[config.mk]
export PLATFORM = sky130hd
export DESIGN_NAME = cinsn_expander
export DESIGN_NICKNAME = d
export VERILOG_FILES = /design/src/rtl/cinsn_pkg.sv /design/src/rtl/cinsn_lane_pick.sv /design/src/rtl/cinsn_classify.sv /design/src/rtl/cinsn_expand.sv /design/src/rtl/cinsn_expander.sv
export SDC_FILE = /design/constraint.sdc
export NUM_CORES = 1
export LEC_CHECK = 0
export ABC_AREA = 1
export BUFFER_PORTS_ARGS = -buffer_cell sky130_fd_sc_hd__clkbuf_2
export CAP_MARGIN = 20
export CORE_MARGIN = 2
export CORE_UTILIZATION = 48
export DETAILED_ROUTE_END_ITERATION = 10
export PLACE_DENSITY_LB_ADDON = 0.08
export SLEW_MARGIN = 5
export SYNTH_ARGS = -nofsm -noshare
export SYNTH_HDL_FRONTEND = slang
export SYNTH_SLANG_ARGS = --single-unit
[constraint.sdc]
create_clock -name vclk -period 4.86
set_clock_uncertainty 0.15 [all_clocks]
set_input_delay 0.972 -clock vclk [all_inputs]
set_output_delay 0.972 -clock vclk [all_outputs]
set_load 0.05 [all_outputs]
[src/rtl/cinsn_pkg.sv]
package cinsn_pkg;
  localparam int unsigned INSN_W = 32;
  localparam int unsigned HALF_W = 16;
  localparam int unsigned REG_W  = 4;
  localparam int unsigned CREG_W = 3;
  localparam int unsigned COND_W = 4;
  localparam int unsigned IMM_W  = 12;
  localparam int unsigned IMM8_W = 8;
  localparam int unsigned OFF_W  = 24;
  localparam int unsigned BODY_W = 12;

  localparam logic [COND_W-1:0] COND_AL = 4'hE;
  localparam logic [COND_W-1:0] COND_NV = 4'hF;

  typedef enum logic [3:0] {
    OP_ADD_R = 4'h0,
    OP_SUB_R = 4'h1,
    OP_MOV_I = 4'h2,
    OP_CMP_I = 4'h3,
    OP_ADD_I = 4'h4,
    OP_BR    = 4'h8,
    OP_NOP   = 4'hD
  } op_e;

  typedef enum logic [2:0] {
    CK_ADDR,
    CK_SUBR,
    CK_MOVI,
    CK_CMPI,
    CK_ADDI,
    CK_BCC,
    CK_B,
    CK_BAD
  } ckind_e;

  localparam logic [INSN_W-1:0] NOP_WORD = {COND_AL, OP_NOP, {OFF_W{1'b0}}};

  function automatic logic [REG_W-1:0] widen_reg(input logic [CREG_W-1:0] r);
    return {{(REG_W-CREG_W){1'b0}}, r};
  endfunction

  function automatic logic [INSN_W-1:0] fmt_reg(input op_e op, input logic [REG_W-1:0] rd,
                                                input logic [REG_W-1:0] rn,
                                                input logic [REG_W-1:0] rm);
    return {COND_AL, op, 1'b1, rd, rn, rm, 11'b0};
  endfunction

  function automatic logic [INSN_W-1:0] fmt_imm(input op_e op, input logic [REG_W-1:0] rd,
                                                input logic [REG_W-1:0] rn,
                                                input logic [IMM8_W-1:0] imm);
    return {COND_AL, op, 1'b1, rd, rn, 3'b0, {(IMM_W-IMM8_W){1'b0}}, imm};
  endfunction

  function automatic logic [INSN_W-1:0] fmt_br(input logic [COND_W-1:0] cond,
                                               input logic [OFF_W-1:0] off);
    return {cond, OP_BR, off};
  endfunction
endpackage

[src/rtl/cinsn_lane_pick.sv]
module cinsn_lane_pick #(
  parameter int unsigned FETCH_W = 32,
  parameter int unsigned HALF_W  = 16,
  localparam int unsigned LANES  = FETCH_W / HALF_W,
  localparam int unsigned SEL_W  = (LANES > 1) ? $clog2(LANES) : 1
) (
  input  logic [FETCH_W-1:0] fetch_i,
  input  logic [SEL_W-1:0]   sel_i,
  output logic [HALF_W-1:0]  half_o
);
  logic [HALF_W-1:0] lane [LANES];

  for (genvar g = 0; g < LANES; g++) begin : g_lane
    assign lane[g] = fetch_i[g*HALF_W +: HALF_W];
  end

  assign half_o = lane[sel_i];
endmodule

[src/rtl/cinsn_classify.sv]
module cinsn_classify
  import cinsn_pkg::*;
(
  input  logic [HALF_W-1:0] half_i,
  output ckind_e            kind_o
);
  always_comb begin
    casez (half_i)
      16'b0001100?_????????: kind_o = CK_ADDR;
      16'b0001101?_????????: kind_o = CK_SUBR;
      16'b00100???_????????: kind_o = CK_MOVI;
      16'b00101???_????????: kind_o = CK_CMPI;
      16'b00110???_????????: kind_o = CK_ADDI;
      16'b1101????_????????: kind_o = (half_i[11:8] == COND_AL || half_i[11:8] == COND_NV)
                                      ? CK_BAD : CK_BCC;
      16'b11100???_????????: kind_o = CK_B;
      default:               kind_o = CK_BAD;
    endcase
  end
endmodule

[src/rtl/cinsn_expand.sv]
module cinsn_expand
  import cinsn_pkg::*;
(
  input  ckind_e            kind_i,
  input  logic [BODY_W-1:0] body_i,
  output logic [INSN_W-1:0] insn_o
);
  logic [REG_W-1:0]  r_lo, r_mid, r_hi, r_imm;
  logic [OFF_W-1:0]  off_cc, off_uc;

  assign r_lo   = widen_reg(body_i[2:0]);
  assign r_mid  = widen_reg(body_i[5:3]);
  assign r_hi   = widen_reg(body_i[8:6]);
  assign r_imm  = widen_reg(body_i[10:8]);
  assign off_cc = {{(OFF_W-IMM8_W-1){body_i[7]}}, body_i[7:0], 1'b0};
  assign off_uc = {{(OFF_W-12){body_i[10]}}, body_i[10:0], 1'b0};

  always_comb begin
    unique case (kind_i)
      CK_ADDR: insn_o = fmt_reg(OP_ADD_R, r_lo, r_mid, r_hi);
      CK_SUBR: insn_o = fmt_reg(OP_SUB_R, r_lo, r_mid, r_hi);
      CK_MOVI: insn_o = fmt_imm(OP_MOV_I, r_imm, '0, body_i[7:0]);
      CK_CMPI: insn_o = fmt_imm(OP_CMP_I, '0, r_imm, body_i[7:0]);
      CK_ADDI: insn_o = fmt_imm(OP_ADD_I, r_imm, r_imm, body_i[7:0]);
      CK_BCC:  insn_o = fmt_br(body_i[11:8], off_cc);
      CK_B:    insn_o = fmt_br(COND_AL, off_uc);
      default: insn_o = NOP_WORD;
    endcase
  end

  always_comb begin
    if (kind_i != CK_BCC)
      AST_ALWAYS_COND: assert (insn_o[31:28] == COND_AL);
    if (kind_i inside {CK_ADDR, CK_SUBR, CK_MOVI, CK_CMPI, CK_ADDI})
      AST_FLAG_SET: assert (insn_o[23]);
    if (kind_i inside {CK_ADDR, CK_SUBR})
      AST_LOW_REGS: assert (!insn_o[22] && !insn_o[18] && !insn_o[14]);
    if (kind_i inside {CK_MOVI, CK_CMPI, CK_ADDI})
      AST_IMM_ZEXT: assert (insn_o[11:8] == 4'h0 && !insn_o[22] && !insn_o[18]);
    if (kind_i == CK_BCC)
      AST_COND_KEPT: assert (insn_o[31:28] != COND_AL && insn_o[31:28] != COND_NV);
    if (kind_i inside {CK_BCC, CK_B})
      AST_BR_EVEN: assert (!insn_o[0] && insn_o[27:24] == OP_BR);
  end
endmodule

[src/rtl/cinsn_expander.sv]
module cinsn_expander
  import cinsn_pkg::*;
#(
  parameter int unsigned FETCH_W = 32,
  localparam int unsigned LANES  = FETCH_W / HALF_W,
  localparam int unsigned SEL_W  = (LANES > 1) ? $clog2(LANES) : 1
) (
  input  logic [FETCH_W-1:0] fetch_i,
  input  logic [SEL_W-1:0]   hw_sel_i,
  input  logic               cmp_mode_i,
  input  logic               valid_i,
  output logic [INSN_W-1:0]  insn_o,
  output logic               valid_o,
  output logic               illegal_o
);
  logic [HALF_W-1:0] half;
  ckind_e            kind;
  logic [INSN_W-1:0] expanded;

  cinsn_lane_pick #(
    .FETCH_W (FETCH_W),
    .HALF_W  (HALF_W)
  ) u_pick (
    .fetch_i (fetch_i),
    .sel_i   (hw_sel_i),
    .half_o  (half)
  );

  cinsn_classify u_class (
    .half_i (half),
    .kind_o (kind)
  );

  cinsn_expand u_expand (
    .kind_i (kind),
    .body_i (half[BODY_W-1:0]),
    .insn_o (expanded)
  );

  // mode mux: full words bypass the expansion path
  assign insn_o    = cmp_mode_i ? expanded : fetch_i[INSN_W-1:0];
  assign valid_o   = valid_i;
  assign illegal_o = valid_i & cmp_mode_i & (kind == CK_BAD);

  always_comb begin
    if (!cmp_mode_i)
      AST_PASS_THRU: assert (insn_o == fetch_i[INSN_W-1:0] && !illegal_o);
    if (illegal_o)
      AST_BAD_NOP: assert (insn_o == NOP_WORD);
    if (!valid_i)
      AST_QUIET_IDLE: assert (!illegal_o && !valid_o);
  end
endmodule

* Yosys cells after proc, flatten, opt, wreduce, memory -nomap -nowiden
Index checks and enable logic that the tools add are counted.
Word-level totals: register bits 0, bits in latches 0, RAM bits 0, ROM bits 0, input port bits 35, output and inout bits 34, logic and storage cells 29, memories kept 0
Operators by class: add/sub/neg operators 0, $mul 0, divide/modulo/power cells 0, magnitude comparators 1, eq/ne operators 16, shifts and indexed selects 0, multiplexer cells 7, bitwise logic cells 3, reductions and logical operators 2
Operators by type and width (number):
- $pmux 32 s7 | 1
- $mux 16 | 3
- $mux 32 | 1
- $pmux 3 s7 | 1
- $eq 5x3->1 const B | 3
- $eq 7x4->1 const B | 2
- $eq 3x3->1 const B | 4
- $eq 4x4->1 const B | 3
- $eq 3x2->1 const B | 2
- $eq 5x5->1 const B | 1
- $eq 3x1->1 const B | 1
- $logic_not 3->1 | 1
- $and 1x1->1 | 2
- $ge 2x2->1 const B | 1
- $mux 2 | 1
- $not 1->2 | 1
- $logic_or 1x1->1 | 1

* Longest topological paths before layout
Gate-level depths: netlist of run 1.
depth after elaboration 11, gate-level depth with buffers 15, depth with buffers taken out 14

* Hierarchy
From an unflattened synthesis of run 1, not the netlist that was laid out.
Second synthesis, totals: cell total of the unflattened synthesis 287, area, all modules 1310.0 um2
Modules (own cells, without submodules):
- cinsn_expander | instances 1, cells an instance 107, area an instance 498.0 um2, seq. area each 0.0 um2
- cinsn_expand | instances 1, cells an instance 85, area an instance 394.1 um2, seq. area each 0.0 um2
- cinsn_lane_pick | instances 1, cells an instance 52, area an instance 244.0 um2, seq. area each 0.0 um2
- cinsn_classify | instances 1, cells an instance 43, area an instance 173.9 um2, seq. area each 0.0 um2

* Worst setup path before layout of run 1
Ideal clock, no wire load.
kind input to output, start point input port hw_sel_i, end point output port insn_o[0], data arrival time 2.851 ns, data required time 3.738 ns, path slack 0.887 ns, stages on the path 7, buffers on the path 3, cells stage by stage buf_6 > buf_6 > buf_2 > nand2_1 > o21ai_0 > o211ai_1 > o21ai_0
On the way: word-level cells in the longest chain between the ends 11, elaborated cells on any way between the ends 25, those cells by class eq/ne (15); mux (7); bitwise (1); reduce/logical (2)
RTL lines:
- start: declaration | line cinsn_expander.sv:9 | input logic [SEL_W-1:0] hw_sel_i,
- $not 1->2 (implied by the code) (*) | line cinsn_lane_pick.sv:17 | assign half_o = lane[sel_i];
- $mux 16 (implied by the code) (*) (3 in a row) | line cinsn_lane_pick.sv:17
- $eq 4x4->1 | line cinsn_classify.sv:14 | 16'b1101????_????????: kind_o = (half_i[11:8] == COND_AL || half_i[11:8] == COND_NV)
- $logic_or 1x1->1 | line cinsn_classify.sv:14
- $mux 2 | line cinsn_classify.sv:15 | ? CK_BAD : CK_BCC;
- $pmux 3 s7 | line cinsn_classify.sv:8 | casez (half_i)
- $eq 3x3->1, or another cell as far along
- $pmux 32 s7 (*) | line cinsn_expand.sv:19 | unique case (kind_i)
- $mux 32 (*) | line cinsn_expander.sv:41 | assign insn_o = cmp_mode_i ? expanded : fetch_i[INSN_W-1:0];
- end: declaration | line cinsn_expander.sv:12 | output logic [INSN_W-1:0] insn_o,
Mark *: on every way between the ends. The rest lies on a longest branch, timed or not. The select of a mux whose other input is x is not followed.

* Worst setup path after layout of run 1
start point input port hw_sel_i, end point output port insn_o[6]
The elaborated chain is that of the path after synthesis.

==> results of run 1 <==
how the worst min path moves through the flow:
| stage | endpoint | start | slack, ps |
|---|---|---|---|
| 2_1_floorplan | valid_o | valid_i | 1960 |
| 3_3_place_gp | valid_o | valid_i | 2110 |
| 3_5_place_dp | valid_o | valid_i | 2120 |
| 4_1_cts | valid_o | valid_i | 2120 |
| 5_1_grt | valid_o | valid_i | 2130 |
| 6_report | valid_o | valid_i | 2110 |
power by group through the flow:
stage	logic [mW]	clock network (mW)	registers, mW
2_1_floorplan	0.179	0	0
3_3_place_gp	0.235	0	0
3_5_place_dp	0.233	0	0
4_1_cts	0.234	0	0
5_1_grt	0.253	0	0
6_report	0.236	0	0
metrics by stage:
| stage | hold slack (ps) | util (%) | power (mW) | setup WS, ps | instance area (sq um) |
|---|---|---|---|---|---|
| final | 2110 | 60.4 | 0.236 | 511 | 1810 |
| after global routing | 2130 | 60.4 | 0.253 | 333 | 1810 |
| after CTS | 2120 | 60.4 | 0.234 | 550 | 1810 |
| after detailed placement | 2120 | 60.4 | 0.233 | 556 | 1810 |
| after global placement | 2110 | 60.4 | 0.235 | 578 | 1810 |
| after floorplan | 1960 | - | 0.179 | 887 | 1490 |
cell usage after synthesis, drive strengths merged:
master	n
clkbuf	3
o211ai	2
nand3b	1
nand2	183
inv	30
a21boi	4
nand3	24
nor2	26
buf	9
clkinv	1
a21oi	2
nand4	11
o21ai	19
nor3	1
cell families after synthesis:
family	after synthesis	share of synthesized area, %
buf+inv	43	13.6
compound gates	27	11.1
simple gates	246	75.3
layer usage:
layer / share of wire (%) / routed length, microns / GRT usage [%] / vias to the layer above
li1: - / - / - / 1111
met1: 47 / 2310 / 44.0 / 916
met2: 45 / 2220 / 46.1 / 106
met3: 8.8 / 436 / 0.649 / 0
met4: 0 / 0 / 0 / 0
met5: 0 / 0 / 0 / -
area by class of cell:
class                      instances  area (sq um)  share of cell area (%)
inverter                          31           116                    6.41
multi-input combinational        273          1290                    71.0
tap                               33          41.3                    2.28
timing repair buffer              72           368                    20.3
==> impl_metrics.toml, run 1 <==
[layout]
clockBufferCount = 0
layout.cells.non_filler = 409
final_nets = 413
final_cell_mix = "sky130_fd_sc_hd__nand2_1 (159), sky130_fd_sc_hd__clkbuf_2 (69), sky130_fd_sc_hd__inv_1 (29), sky130_fd_sc_hd__nand3_1 (22), sky130_fd_sc_hd__nand2_2 (21)"
layout.sequential_cells = 0
layout.area.seq_sq_um = 0
n_antenna_cell = 0
filler_cell_count = 352
area_growth_pct = 21.6
layout.cells.most_common = "sky130_fd_sc_hd__nand2_1"
fraction_of_final_layout_cells_sized_beyond_drive_strength_1_pct = 29.8

[clocking]
post_cts.repair.setup_buffers = 0
cts_hold_buffers = 0
cts_repair_resize_count = 0

[sta]
final_max_tran_viols = 0
clock.fmax_mhz = 230
slew-limit-headroom_pct = 52.2
final.min_clock_period_ps = 4350
fin_crit_sh_pct = 89.5
grt_setup_unrepaired = "false"
timing_hold_violations_final = 0
total_negative_setup_slack_ps = 0
tightest_slew_ps = 716
total_of_endpoints_with_negative_setup_slack_in_the_final_report = 0

[global_routing]
grt_pass1_vias = 1729
globalRouteTotalUtil_pct = 28.4
initial_antenna_violation_count = 0
grt_pass1_wl_mm = 8.09
gr-total-overflow = 0
grt_start_max_net_pins = 38

[power_and_ir_drop]
pwr-share-comb_pct = 100.0
ir_drop_uv = 77.4
total_switching_power_mw = 0.178
fraction_of_power_consumed_by_the_clock_network_pct = 0
cell_internal_pwr_mw = 0.0575
power.leakage_nw = 1.15
power.sequential.fraction_pct = 0
power.switching_fraction_pct = 75.6
power-per-cell-area_nw_per_um2 = 130

[logic_synthesis]
yosys.area.top_type = "sky130_fd_sc_hd__nand2_1"
yosys.cell_types.count = 26
largest_cells_by_area_after_synthesis = "sky130_fd_sc_hd__nand2_1 (40%), sky130_fd_sc_hd__nand2_2 (8.8%), sky130_fd_sc_hd__nand3_1 (7.4%)"
mappedNetlistNets = 351
synth_top_area_share_pct = 40.0
post_synth_instance_area_sq_um = 1490
yosysWarnings = 0
syn-mean-instance-area_sq_um = 4.72
synth_sequential_area_ratio_pct = 0
synth_cells = 316

[setup_path]
critical_path.startpoint_type = "input pin"
criticalPathCategory = "input pin to primary output"
cell_occurring_most_often_along_the_worst_timing_path = "sky130_fd_sc_hd__nand2_1"
required_ps = 3740
slowest_delay_ps = 360
timing.critical_path.depth = 14
critical_path.cell_chain = "clkbuf_2, inv_2, nand2_1, nand2_2, nor2_2, nand3_1, nand2_2, nor3_2, buf_4, nand2_1, nand3_1, nand2_1, nand2_1, clkbuf_2"
end_kind = "primary output"
worst-path-buf-inv = 4
largest_delay_contributor_family_on_the_critical_path = "simple AND/OR/NAND/NOR gates"
worstSetupStartpoint = "hw_sel_i"
cp_slowest_cell = "sky130_fd_sc_hd__nor3_2"
worstPathArrival_ps = 3230
critical_path.max_fanout = 16
cp-endpoint = "insn_o[6]"

[route]
drc = 0
routed_wl_mm = 4.97
detail_route.wl_per_cell_microns = 12.1
vias = 2133
antenna_left = 0
drt-pass1-iter-count = 5
avgViaCountPerCell = 5.22
detailedRoute.firstIterationViolations = 184

[placement]
place_congestion = 0.968
dpl.cell_count = 409
place.detailed.hpwl_mm = 3.93
place.port_buffers = 69

[floorplan]
die_height_microns = 59.7
floorplan.core_area_sq_um = 3000
rows = 20
top_level_i_o_count = 69
dieWidth_microns = 59.7
start_util_pct = 49.7
die_area_sq_um = 3570

[outcome]
run_status = "complete, no violations"

[job]
cap_violations = 0

[min_path]
worstHoldPathCells = 2
hold_path_class = "input pin to primary output"
Note: power is estimated with default switching activity, not from simulation.
==> run 2: changes to the inputs <==
CELL_PAD_IN_SITES_DETAIL_PLACEMENT = 1   (was not set)
CELL_PAD_IN_SITES_GLOBAL_PLACEMENT = 1   (was not set)
CORE_UTILIZATION = 33   (was 48)
GPL_ROUTABILITY_DRIVEN = 1   (was not set)
==> impl_metrics.toml, run 2 (synthesized netlist as in run 1, its figures left out) <==
[setup_path]
critical_path.cell_chain = "clkbuf_2, inv_2, nand2_1, nand2_1, inv_1, nand2_1, nor2_1, nand2_1, nand3_1, nand3b_1, o21ai_0, clkbuf_2"
required_ps = 3740
worst-path-buf-inv = 4
critical_path.startpoint_type = "input pin"
cell_occurring_most_often_along_the_worst_timing_path = "sky130_fd_sc_hd__nand2_1"
end_kind = "primary output"
worstPathArrival_ps = 3210
slowest_delay_ps = 300
largest_delay_contributor_family_on_the_critical_path = "simple AND/OR/NAND/NOR gates"
cp_slowest_cell = "sky130_fd_sc_hd__clkbuf_2"
criticalPathCategory = "input pin to primary output"
critical_path.max_fanout = 15

[power_and_ir_drop]
power-per-cell-area_nw_per_um2 = 131
power.leakage_nw = 1.16
post-layout-total-power_mw = 0.243
ir_drop_uv = 57.0

[placement]
place_congestion = 0.913
placement.setup.worst_slack_ps = 563
place.detailed.hpwl_mm = 5.21
place.port_buffers = 69

[min_path]
worstHoldPathCells = 2
hold_path_class = "input pin to primary output"
worstHoldStart = "valid_i"
hold-path-endpoint = "valid_o"

[global_routing]
globalRouteTotalUtil_pct = 25.0
grt_start_max_net_pins = 28
gr-total-overflow = 0
grt_pass1_vias = 2169
grt_pass1_wl_mm = 10.4
initial_antenna_violation_count = 0

[outcome]
run_status = "complete, no violations"

[floorplan]
floorplan.core_area_sq_um = 4350
rows = 24
dieWidth_microns = 71.2
die_area_sq_um = 5070
die_height_microns = 71.2
start_util_pct = 34.3
top_level_i_o_count = 69

[layout]
clockBufferCount = 0
filler_cell_count = 694
final_cell_mix = "sky130_fd_sc_hd__nand2_1 (159), sky130_fd_sc_hd__clkbuf_2 (69), sky130_fd_sc_hd__inv_1 (29), sky130_fd_sc_hd__nand3_1 (22), sky130_fd_sc_hd__nand2_2 (21)"
fraction_of_final_layout_cells_sized_beyond_drive_strength_1_pct = 30.2
final_nets = 415
layout.area.seq_sq_um = 0
layout.cells.most_common = "sky130_fd_sc_hd__nand2_1"
layout.sequential_cells = 0
post_layout_util_pct = 42.6
n_antenna_cell = 0
area_growth_pct = 24.2

[route]
drt-pass1-iter-count = 4
antenna_left = 0
avgViaCountPerCell = 5.08
routed_wl_mm = 6.19
drc = 0
vias = 2184
detailedRoute.firstIterationViolations = 132
detail_route.wl_per_cell_microns = 14.4

[sta]
clock.fmax_mhz = 231
tightest_slew_ps = 701
slew-limit-headroom_pct = 52.8
final_max_tran_viols = 0
total_negative_setup_slack_ps = 0
total_of_endpoints_with_negative_setup_slack_in_the_final_report = 0
grt_setup_unrepaired = "false"
timing_hold_violations_final = 0
final.min_clock_period_ps = 4330
fin_crit_sh_pct = 89.1
postLayoutSetupSlackWorst_ps = 529

[clocking]
cts_hold_buffers = 0
post_cts.repair.setup_buffers = 0
cts_repair_resize_count = 0

[job]
cap_violations = 0
-- run 2: changes by cell type in the layout (fill, tap and decap cells not counted) --
cell	previous run	this run
sky130_fd_sc_hd__buf_4	3	5
-- run 2: through the flow --
stage                     hold WS, ps  std cells  instance area [sq um]
after floorplan                  1960        316                   1490
after global placement           2110        430                   1850
after detailed placement         2110        430                   1850
after CTS                        2110        430                   1850
after global routing             2110        430                   1850
final                            2110        430                   1850
-- run 2: metal layers --
metal	global-route usage, %	vias up	wire [microns]
li1	-	1115	-
met1	37.5	1016	3110
met2	42.5	51	2880
met3	0.281	2	183
met4	0.629	0	16
met5	0	-	0
-- run 2: final cells by class --
class,instances,area [sq um],area share (%)
multi-input combinational,273,1290,69.5
timing repair buffer,74,383,20.7
inverter,31,116,6.28
tap,52,65.1,3.51
-- run 2: worst max-delay path by stage --
stage,from,to,slack (ps),depth (start not counted)
finish,hw_sel_i,insn_o[27],530,12
global route,hw_sel_i,insn_o[15],300,14
CTS,hw_sel_i,insn_o[27],560,12
detailed placement,hw_sel_i,insn_o[27],560,12
global placement,hw_sel_i,insn_o[27],620,12
floorplan,hw_sel_i,insn_o[0],890,7
-- run 2: where the power goes --
group / leakage (nW) / internal, mW / total [mW] / switching, mW
Sequential: 0 / 0 / 0 / 0
Clock: 0 / 0 / 0 / 0
Combinational: 1.16 / 0.0589 / 0.243 / 0.184
